## config.mk

```make
export PLATFORM = sky130hd
export DESIGN_NAME = uart_irq_ident
export DESIGN_NICKNAME = d
export VERILOG_FILES = /design/src/rtl/uirq_pkg.sv /design/src/rtl/uirq_sticky.sv /design/src/rtl/uirq_rx_timer.sv /design/src/rtl/uirq_prio.sv /design/src/rtl/uart_irq_ident.sv
export SDC_FILE = /design/constraint.sdc
export NUM_CORES = 1
export LEC_CHECK = 0
export BUFFER_PORTS_ARGS = -buffer_cell sky130_fd_sc_hd__buf_2
export CORE_ASPECT_RATIO = 0.9
export CORE_UTILIZATION = 35
export CTS_BUF_LIST = sky130_fd_sc_hd__clkbuf_8
export CTS_CLUSTER_DIAMETER = 40
export DETAILED_ROUTE_END_ITERATION = 8
export PLACE_DENSITY = 0.67
export SETUP_SLACK_MARGIN = 0.4
export SLEW_MARGIN = 0
export SYNTH_ARGS = -nofsm -noshare
export SYNTH_HDL_FRONTEND = slang
export SYNTH_HIERARCHICAL = 1
export SYNTH_SLANG_ARGS = --single-unit
```

## constraint.sdc

```tcl
create_clock -name clk -period 3 [get_ports clk]
set_clock_uncertainty 0.1 [all_clocks]
set_input_delay 0.6 -clock clk [delete_from_list [all_inputs] [get_ports clk]]
set_output_delay 0.6 -clock clk [all_outputs]
set_load 0.01 [all_outputs]
```

## src/rtl/uirq_pkg.sv

```systemverilog
package uirq_pkg;

    typedef enum logic [2:0] {
        SRC_LINE    = 3'b011,
        SRC_RXDATA  = 3'b010,
        SRC_TIMEOUT = 3'b110,
        SRC_TXEMPTY = 3'b001,
        SRC_MODEM   = 3'b000
    } src_code_e;

    typedef struct packed {
        logic line;
        logic rxdata;
        logic timeout;
        logic txempty;
        logic modem;
    } src_vec_t;

    // Indices of the latched (event-driven) sources
    localparam int STK_LINE  = 0;
    localparam int STK_TX    = 1;
    localparam int STK_MODEM = 2;
    localparam int NUM_STK   = 3;

    function automatic logic [4:0] trig_depth(input logic fifo, input logic [1:0] sel);
        if (!fifo) return 5'd1;
        case (sel)
            2'b00:   return 5'd1;
            2'b01:   return 5'd4;
            2'b10:   return 5'd8;
            default: return 5'd14;
        endcase
    endfunction

    function automatic logic [7:0] make_iir(input logic fifo, input logic pend,
                                            input src_code_e code);
        return {{2{fifo}}, 2'b00, (pend ? code : 3'b000), ~pend};
    endfunction

endpackage

```

## src/rtl/uirq_sticky.sv

```systemverilog
module uirq_sticky (
    input  logic clk,
    input  logic rst,
    input  logic set,
    input  logic clr,
    output logic q
);
    always_ff @(posedge clk) begin
        if (rst)      q <= 1'b0;
        else if (set) q <= 1'b1;
        else if (clr) q <= 1'b0;
    end
endmodule

```

## src/rtl/uirq_rx_timer.sv

```systemverilog
module uirq_rx_timer #(
    parameter int LVL_W    = 5,
    parameter int TO_CHARS = 4
) (
    input  logic             clk,
    input  logic             rst,
    input  logic             fifo_en,
    input  logic [LVL_W-1:0] rx_level,
    input  logic             char_tick,
    input  logic             rx_arrive,
    input  logic             rd_rbr,
    output logic             timeout
);
    localparam int CW = $clog2(TO_CHARS + 1);
    localparam logic [CW-1:0] LIMIT = CW'(TO_CHARS);

    logic [CW-1:0] cnt;
    logic          has_data;

    assign has_data = (rx_level != '0);

    always_ff @(posedge clk) begin
        if (rst || !fifo_en || !has_data || rx_arrive || rd_rbr)
            cnt <= '0;
        else if (char_tick && cnt != LIMIT)
            cnt <= cnt + 1'b1;
    end

    assign timeout = (cnt == LIMIT) && fifo_en && has_data && !rd_rbr;
endmodule

```

## src/rtl/uirq_prio.sv

```systemverilog
module uirq_prio
    import uirq_pkg::*;
(
    input  src_vec_t  pend,
    output logic      any,
    output src_code_e code
);
    always_comb begin
        any  = 1'b1;
        code = SRC_MODEM;
        if (pend.line)         code = SRC_LINE;
        else if (pend.rxdata)  code = SRC_RXDATA;
        else if (pend.timeout) code = SRC_TIMEOUT;
        else if (pend.txempty) code = SRC_TXEMPTY;
        else if (pend.modem)   code = SRC_MODEM;
        else                   any  = 1'b0;
    end
endmodule

```

## src/rtl/uart_irq_ident.sv

```systemverilog
module uart_irq_ident
    import uirq_pkg::*;
#(
    parameter int LVL_W    = 5,
    parameter int TO_CHARS = 4
) (
    input  logic             clk,
    input  logic             rst,
    input  logic [3:0]       ier,
    input  logic             fifo_en,
    input  logic [1:0]       trig_sel,
    input  logic [LVL_W-1:0] rx_level,
    input  logic             line_err,
    input  logic             rx_arrive,
    input  logic             char_tick,
    input  logic             tx_empty_evt,
    input  logic             modem_chg,
    input  logic             rd_rbr,
    input  logic             rd_lsr,
    input  logic             rd_msr,
    input  logic             rd_iir,
    input  logic             wr_thr,
    input  logic             out2,
    output logic [7:0]       iir,
    output logic             irq
);
    logic [NUM_STK-1:0] stk_set, stk_clr, stk_q;
    logic               timeout, rx_hit, any;
    src_vec_t           pend;
    src_code_e          code;

    // Clear of holding-empty depends on what is being reported
    assign stk_set[STK_LINE]  = line_err;
    assign stk_clr[STK_LINE]  = rd_lsr;
    assign stk_set[STK_TX]    = tx_empty_evt;
    assign stk_clr[STK_TX]    = wr_thr || (rd_iir && any && code == SRC_TXEMPTY);
    assign stk_set[STK_MODEM] = modem_chg;
    assign stk_clr[STK_MODEM] = rd_msr;

    for (genvar i = 0; i < NUM_STK; i++) begin : g_stk
        uirq_sticky u_flag (
            .clk (clk),
            .rst (rst),
            .set (stk_set[i]),
            .clr (stk_clr[i]),
            .q   (stk_q[i])
        );
    end

    uirq_rx_timer #(.LVL_W(LVL_W), .TO_CHARS(TO_CHARS)) u_timer (
        .clk       (clk),
        .rst       (rst),
        .fifo_en   (fifo_en),
        .rx_level  (rx_level),
        .char_tick (char_tick),
        .rx_arrive (rx_arrive),
        .rd_rbr    (rd_rbr),
        .timeout   (timeout)
    );

    assign rx_hit = (32'(rx_level) >= 32'(trig_depth(fifo_en, trig_sel)));

    always_comb begin
        pend.line    = stk_q[STK_LINE]  && ier[2];
        pend.rxdata  = rx_hit           && ier[0];
        pend.timeout = timeout          && ier[0];
        pend.txempty = stk_q[STK_TX]    && ier[1];
        pend.modem   = stk_q[STK_MODEM] && ier[3];
    end

    uirq_prio u_prio (
        .pend (pend),
        .any  (any),
        .code (code)
    );

    assign iir = make_iir(fifo_en, any, code);
    assign irq = any && out2;
endmodule

```

Word-level counts from Yosys, hierarchy flattened
Cells that the tools add are included.
{"block": "op_classes", "addsub": 1, "mul": 0, "div": 0, "order_cmp": 1, "n_eq_ne": 5, "shift": 0, "mux": 18, "bitwise_logic": 1, "n_reduce_logical": 25}
{"operator": "logical AND 1 bit", "count": 12}
{"operator": "two-way mux 1 bit", "count": 12}
{"operator": "two-way mux 3 bit", "count": 4}
{"operator": "one-hot mux 4 bit (3 select lines)", "count": 1}
{"operator": "nonzero test 2 bit", "count": 3}
{"operator": ">= comparator 5 bit", "count": 1}
{"operator": "logical OR 1 bit", "count": 5}
{"operator": "two-way mux 5 bit", "count": 1}
{"operator": "nonzero test 5 bit", "count": 1}
{"operator": "adder 3 x 1 -> 3 bit, second input constant", "count": 1}
{"operator": "== test 3 x 1 -> 1 bit, second input constant", "count": 1}
{"operator": "== test 3 bit, second input constant", "count": 1}
{"operator": "zero test 1 bit", "count": 3}
{"operator": "inequality test 3 bit, second input constant", "count": 1}
{"operator": "== test 2 x 1 -> 1 bit, second input constant", "count": 1}
{"operator": "== test 2 bit, second input constant", "count": 1}
{"operator": "zero test 2 bit", "count": 1}
{"operator": "inverter 1 bit", "count": 1}
{"block": "word_totals", "ff_bits": 6, "latch_bits": 0, "mem_bits_rw": 0, "romBits": 0, "input_bits": 25, "output_inout_bits": 9, "word_cells": 55, "mem_count": 0}

Logic depth before layout (Yosys ltp)
Gate-level depths: netlist (run 1).
{"block": "logic_depth", "depth_word": 13, "mapped_depth": 11, "ltp_nobuf": 11}

Cells and area by module
Netlist (run 1), hierarchy kept.
{"module": "uart_irq_ident", "instances": 1, "cells_each": 31, "area_each_um2": 211.5, "seq_area_each_um2": 0.0}
{"module": "uirq_rx_timer", "instances": 1, "cells_each": 21, "area_each_um2": 187.7, "seq_area_each_um2": 60.1}
{"module": "uirq_sticky", "instances": 3, "cells_each": 4, "area_each_um2": 38.8, "seq_area_each_um2": 20.0}
{"module": "uirq_prio", "instances": 1, "cells_each": 5, "area_each_um2": 36.3, "seq_area_each_um2": 0.0}

Worst setup path before layout (run 1)
No wires, ideal clock.
{"block": "synth_path", "path_type": "input port to output port", "start": "in trig_sel[1]", "end": "out iir[1]", "t_arrival_ps": 2336, "t_required_ps": 2300, "path_slack_ps": -36, "stages": 8, "n_path_buf": 0, "path_cell_list": "o21ai_0 -> ha_1 -> inv_1 -> a21oi_1 -> o41a_1 -> or3_4 -> or3_1 -> and2_1"}
{"element": "start, declared", "line_no": "uart_irq_ident.sv:11", "text": "input logic [1:0] trig_sel,"}
{"element": "end, declared", "line_no": "uart_irq_ident.sv:24", "text": "output logic [7:0] iir,"}

==> flow_summary.toml, run 1 <==
[synthesis]
ys_ff_latch = 6
synth_edf_count = 0
async_reset_ff_share_pct = 0
synth_area_um2 = 552
synth_cell_types = 29
synthFlopType = "dfxtp_1"
yosysWarnings = 6
seq_area_frac_synth_pct = 21.8
syn_inst = 69
avgSynthCellArea_um2 = 8.00

[place]
io_buffers = 31
dp_hpwl_um = 935
gp_congestion = 0.710

[routing]
drtAntennaViolNets = 0
drc = 3
vias = 579
wirelength_um = 1190
routed_via_density = 4.75
drt-pass1-iter-count = 6
drtIter0Drc = 5
routedWlPerCell_um = 9.78

[grt]
met1_usage_pct = 17.2
grt-busiest-layer = "met2"
grt_usage_pct = 15.1
grt_max_degree = 6
overflow = 0
grt_pass1_wl_um = 1860
use_met3_pct = 2.76
antenna_found_initial = 0
gr-usage-met2_pct = 26.5
grt_pass1_vias = 488

[setup_path]
cp-start-kind = "input pin"
setup.worst_path.class = "in2out"
required_ns = 2.30
r2r_start = "u_timer/cnt[0]"
startpoint = "fifo_en"
endpoint_kind = "output port"
crit_arrival_ns = 2.53
crit_fanout = 5

[die]
std_cell_rows = 13
core-area_um2 = 1460
dieArea_um2 = 1740
initial_core_util_pct = 37.7
die_w_um = 43.9
ios = 34
die_h_um = 39.7

[timing]
setup_viol = 5
hold_viol_final = 0
slew_violations = 0
setup_ws_ns = -0.232
timing.final.crit_period_ns = 3.23
finalCritPeriodShare_pct = 108
grt_setup_unrepaired = "yes"
finalSetupTns_ns = -1.05
timing.fmax_ghz = 0.309

[cells_and_area]
drive_gt1_share_pct = 55.1
antenna_cells = 0
syn_to_final_growth_pct = 63.7
fin_nets = 140
layout_common_cells = "buf_2, inv_1, buf_4, dfxtp_1, buf_6"
layout_commonest_cell = "buf_2"

[pwr]
swShare_pct = 25.6
p_total_mw = 0.304
pwr-share-comb_pct = 30.7
static-leakage-power_nw = 0.452
power_density_nw_per_um2 = 336
p_clk_share_pct = 41.4
p_sw_mw = 0.0777
seq_power_share_pct = 28.0
p_int_mw = 0.226
ir_drop_mv = 0.321

[clock_tree]
cts_buffers = 3
clk_latency_ns = 0.22
clkTransAtPathRegs_ns = 0.04
clock-root-buffer = "clkbuf_8"
tritoncts = "yes"
cts_buffer_depth = 2
numClockSinks = 6
h-tree-depth = 1

[outcome]
violations = "design-rule violations, negative setup slack"
status = "finished with violations"

[hold_path]
min_path_type = "reg2reg"
hp-start = "g_stk[1].u_flag/q"

[flow_run]
drv_cap = 0
[registers in the layout (all words and copies together), names as in the netlist]
signal,count
g_stk.u_flag/q,3
u_timer/cnt,3
[metrics by stage]
step,utilization [%],cells,hold slack [ns],area [µm²],worst slack [ns]
after floorplan,-,70,0.352,571,-0.000897
after global placement,51.4,117,0.370,752,-0.274
after detailed placement,51.4,117,0.377,752,-0.286
after CTS,59.9,121,0.379,877,-0.232
after global routing,61.7,122,0.395,903,-0.290
final,61.7,122,0.375,903,-0.232
[cell type report]
cell class | instances | area (µm²)
repair buffers | 38 | 265
clock buffers | 3 | 41.3
inverters | 8 | 30.0
well taps | 15 | 18.8
flip-flops and latches | 6 | 120
fillers | 128 | 561
multi-input cells | 52 | 428
[worst paths after layout]
kind	slack (ns)	cells after the start	endpoint
worst min-delay path	0.37	2	g_stk[1].u_flag/q
worst min register to register	0.37	2	g_stk[1].u_flag/q
worst max register to register	0.58	11	g_stk[1].u_flag/q
worst max-delay path	-0.23	10	iir[1]
[metal layers]
metal	vias up	share of wire (%)
met5	-	0
li1	304	-
met4	0	1.3
met3	2	5.4
met1	251	45
met2	22	48
[cell usage after synthesis (2+ instances only)]
master	count	area share, %
buf_4	4	5.4
and2_1	8	9.1
a21oi_2	3	4.8
nand4b_1	2	3.2
nor2_1	6	4.1
ha_1	6	14
inv_1	8	5.4
dfxtp_1	6	22
a21oi_1	3	2.7
nand2_1	2	1.4
nand2b_1	3	3.4
[power groups by stage]
stage | clock network, mW | registers, mW | logic [mW]
final | 0.126 | 0.0850 | 0.0931
after CTS | 0.126 | 0.0850 | 0.0885
after global placement | 0 | 0.0857 | 0.0751
after detailed placement | 0 | 0.0858 | 0.0762
after global routing | 0.131 | 0.0852 | 0.103
after floorplan | 0 | 0.0854 | 0.0441
[cells by family (layout without fill, tap and decap cells)]
group	after synthesis	after routing	synth area share, %
DFF	6	6	21.8
AOI/OAI and AO/OA	12	12	15.6
and+or+nand+nor	30	30	34.0
buffers and inverters	12	49	10.9
xor gates and xnor gates	1	1	1.59
muxes	1	1	1.81
other	1	2	0.680
adders and majority gates	6	6	13.6
[worst max-delay path, stage by stage]
cell     delay [ns]
buf_8          0.10
nand2_1        0.10
ha_4           0.21
a21oi_2        0.11
nor2b_1        0.05
o41a_1         0.38
or3_4          0.34
or3_4          0.36
and2_4         0.16
buf_6          0.11
[what timing repair did]
item | in CTS | in global routing
endpoints found under the setup margin | 6 | 6
pin swaps | 9 | 2
buffers inserted | 1 | 1
hold buffers | 0 | 0
resized for setup | 16 | 3
(Power assumes the default switching activity.)
==> run 2, diff against run 1 <==
--- a/config.mk
+++ b/config.mk
@@ -11,7 +11,7 @@
 export CTS_BUF_LIST = sky130_fd_sc_hd__clkbuf_8
 export CTS_CLUSTER_DIAMETER = 40
 export DETAILED_ROUTE_END_ITERATION = 8
-export PLACE_DENSITY = 0.67
+export PLACE_DENSITY = 0.64
 export SETUP_SLACK_MARGIN = 0.4
 export SLEW_MARGIN = 0
 export SYNTH_ARGS = -nofsm -noshare
==> constraint.sdc (replaced) <==
create_clock -name clk -period 3.7 [get_ports clk]
set_clock_uncertainty 0.1 [all_clocks]
set_input_delay 0.74 -clock clk [delete_from_list [all_inputs] [get_ports clk]]
set_output_delay 0.74 -clock clk [all_outputs]
set_load 0.01 [all_outputs]
==> run 2 against run 1 <==
Against the previous run: the flow finishes with violations (design-rule violations); total power fell by 21%; sequential power fell by 19%; setup slack improved by 0.40 ns; critical path depth did not move; cell area fell by 0.55%; count of clock-buffer cells in the layout did not move; worst hold slack improved by 0.0055 ns; register-to-register slack improved by 0.64 ns; final cell count fell by 1.6%; clock power fell by 24%; largest power group unchanged; critical path type unchanged; flip-flop and latch count did not move.
==> flow_summary.toml, run 2 (same netlist as run 1, synthesis figures left out) <==
[routing]
wirelength_um = 1310
drc = 2
vias = 576
routed_via_density = 4.80
routedWlPerCell_um = 10.9
drt-pass1-iter-count = 5
drtAntennaViolNets = 0
drtIter0Drc = 5

[die]
core-area_um2 = 1460
die_h_um = 39.7
std_cell_rows = 13
initial_core_util_pct = 37.7
ios = 34
die_w_um = 43.9
dieArea_um2 = 1740

[setup_path]
endpoint_kind = "output port"
rr_endpoint = "g_stk[1].u_flag/q"
r2r_start = "u_timer/cnt[0]"
crit_slowest_cell = "o41a_1"
reg2reg_depth = 11
ff2ff_setup_slack_ns = 1.22
cp-start-kind = "input pin"
setup.worst_path.class = "in2out"
crit_fanout = 5
crit_arrival_ns = 2.70
cp_num_buf_inv = 2
cpPeakStageDelay_ns = 0.41
path_cells = "buf_12, nand2_4, ha_4, a21oi_2, nor2b_1, o41a_1, or3_4, or3_4, and2_1, buf_2"
required_ns = 2.86
crit_top_cell = "or3_4"
cp_top_family = "simple AND/OR/NAND/NOR gates"

[clock_tree]
clock-root-buffer = "clkbuf_8"
h-tree-depth = 1
cts_buffer_depth = 2
clk_latency_ns = 0.22
numClockSinks = 6
clkTransAtPathRegs_ns = 0.04
tritoncts = "yes"
cts_buffers = 3

[grt]
overflow = 0
grt_max_degree = 6
grt_pass1_wl_um = 1980
grt_pass1_vias = 546
grt_usage_pct = 15.6
antenna_found_initial = 0

[timing]
setup_viol = 0
timing.final.crit_period_ns = 3.54
finalSetupTns_ns = 0
timing.fmax_ghz = 0.283
hold_viol_final = 0
finalCritPeriodShare_pct = 95.5
grt_setup_unrepaired = "yes"
slew_violations = 0

[place]
gp_congestion = 0.764
dp_hpwl_um = 988
placed_cell_area_um2 = 699
io_buffers = 31

[cells_and_area]
layout_commonest_cell = "buf_2"
finalInstanceArea_um2 = 898
seqCellArea_um2 = 120
fin_nets = 138
multiInputGateArea_um2 = 437
fill_cells = 137
reg_top3 = "g_stk.u_flag/q (3), u_timer/cnt (3)"
antenna_cells = 0
syn_to_final_growth_pct = 62.8
layout_common_cells = "buf_2, inv_1, buf_6, dfxtp_1"
drive_gt1_share_pct = 54.3

[pwr]
power_density_nw_per_um2 = 268
p_total_mw = 0.240
ir_drop_mv = 0.280
static-leakage-power_nw = 0.440

[outcome]
violations = "design-rule violations"
status = "finished with violations"

[hold_path]
min_path_type = "reg2reg"
hold_depth = 2
hp-start = "g_stk[0].u_flag/q"
hold-path-endpoint = "g_stk[0].u_flag/q"

[flow_run]
drv_cap = 0
run 2: cell types whose count changed in the layout (fill, tap and decap cells not counted), moves of 2 or more:
cell | previous run | this run
and2_1 | 3 | 5
and2_4 | 5 | 3
buf_4 | 7 | 5
buf_8 | 2 | 0
ha_1 | 5 | 3
nand2_1 | 2 | 0
run 2: area by class of cell:
class                      count  area share (%)
multi-input combinational     52            48.6
timing repair buffer          36            28.0
sequential                     6            13.4
clock buffer                   3            4.60
inverter                       8            3.34
tap                           15            2.09
run 2: worst max-delay path by stage:
stage | startpoint | endpoint | slack [ns] | depth (start not counted)
floorplan | trig_sel[1] | iir[1] | 0.38 | 8
global placement | fifo_en | iir[1] | 0.05 | 10
detailed placement | fifo_en | iir[1] | 0.01 | 10
CTS | fifo_en | iir[1] | 0.16 | 10
global route | fifo_en | irq | 0.09 | 10
finish | fifo_en | irq | 0.16 | 10
run 2: what timing repair did:
action / 4_1_cts / 5_1_grt
pin swaps: 7 / 3
gates resized for setup: 24 / 3
hold buffers: 0 / 0
endpoints found under the setup margin: 5 / 5
buffers inserted: 4 / 1
run 2: stage by stage:
step | worst slack, ns | util [%] | hold slack (ns) | std cells
floorplan | 0.384 | - | 0.352 | 70
global placement | 0.0473 | 47.8 | 0.370 | 112
detailed placement | 0.0102 | 47.8 | 0.378 | 112
CTS | 0.162 | 60.1 | 0.383 | 119
global route | 0.0862 | 61.4 | 0.401 | 120
finish | 0.165 | 61.4 | 0.380 | 120
run 2: where the power goes:
group | switching, mW | internal (mW)
clock | 0.0263 | 0.0697
combinational | 0.0308 | 0.0450
sequential | 0.00109 | 0.0674
total | 0.0582 | 0.182
run 2: per-layer routing:
metal	GRT usage, %	routed length, µm
met1	17.1	550
met2	32.1	699
met3	2.76	60
met4	2.27	0
met5	0	0
run 2: tightest hold or removal path, stage by stage, from the launching register on:
cell and delay (ns):
dfxtp_1 0.30, nand2b_1 0.08, a21oi_2 0.05
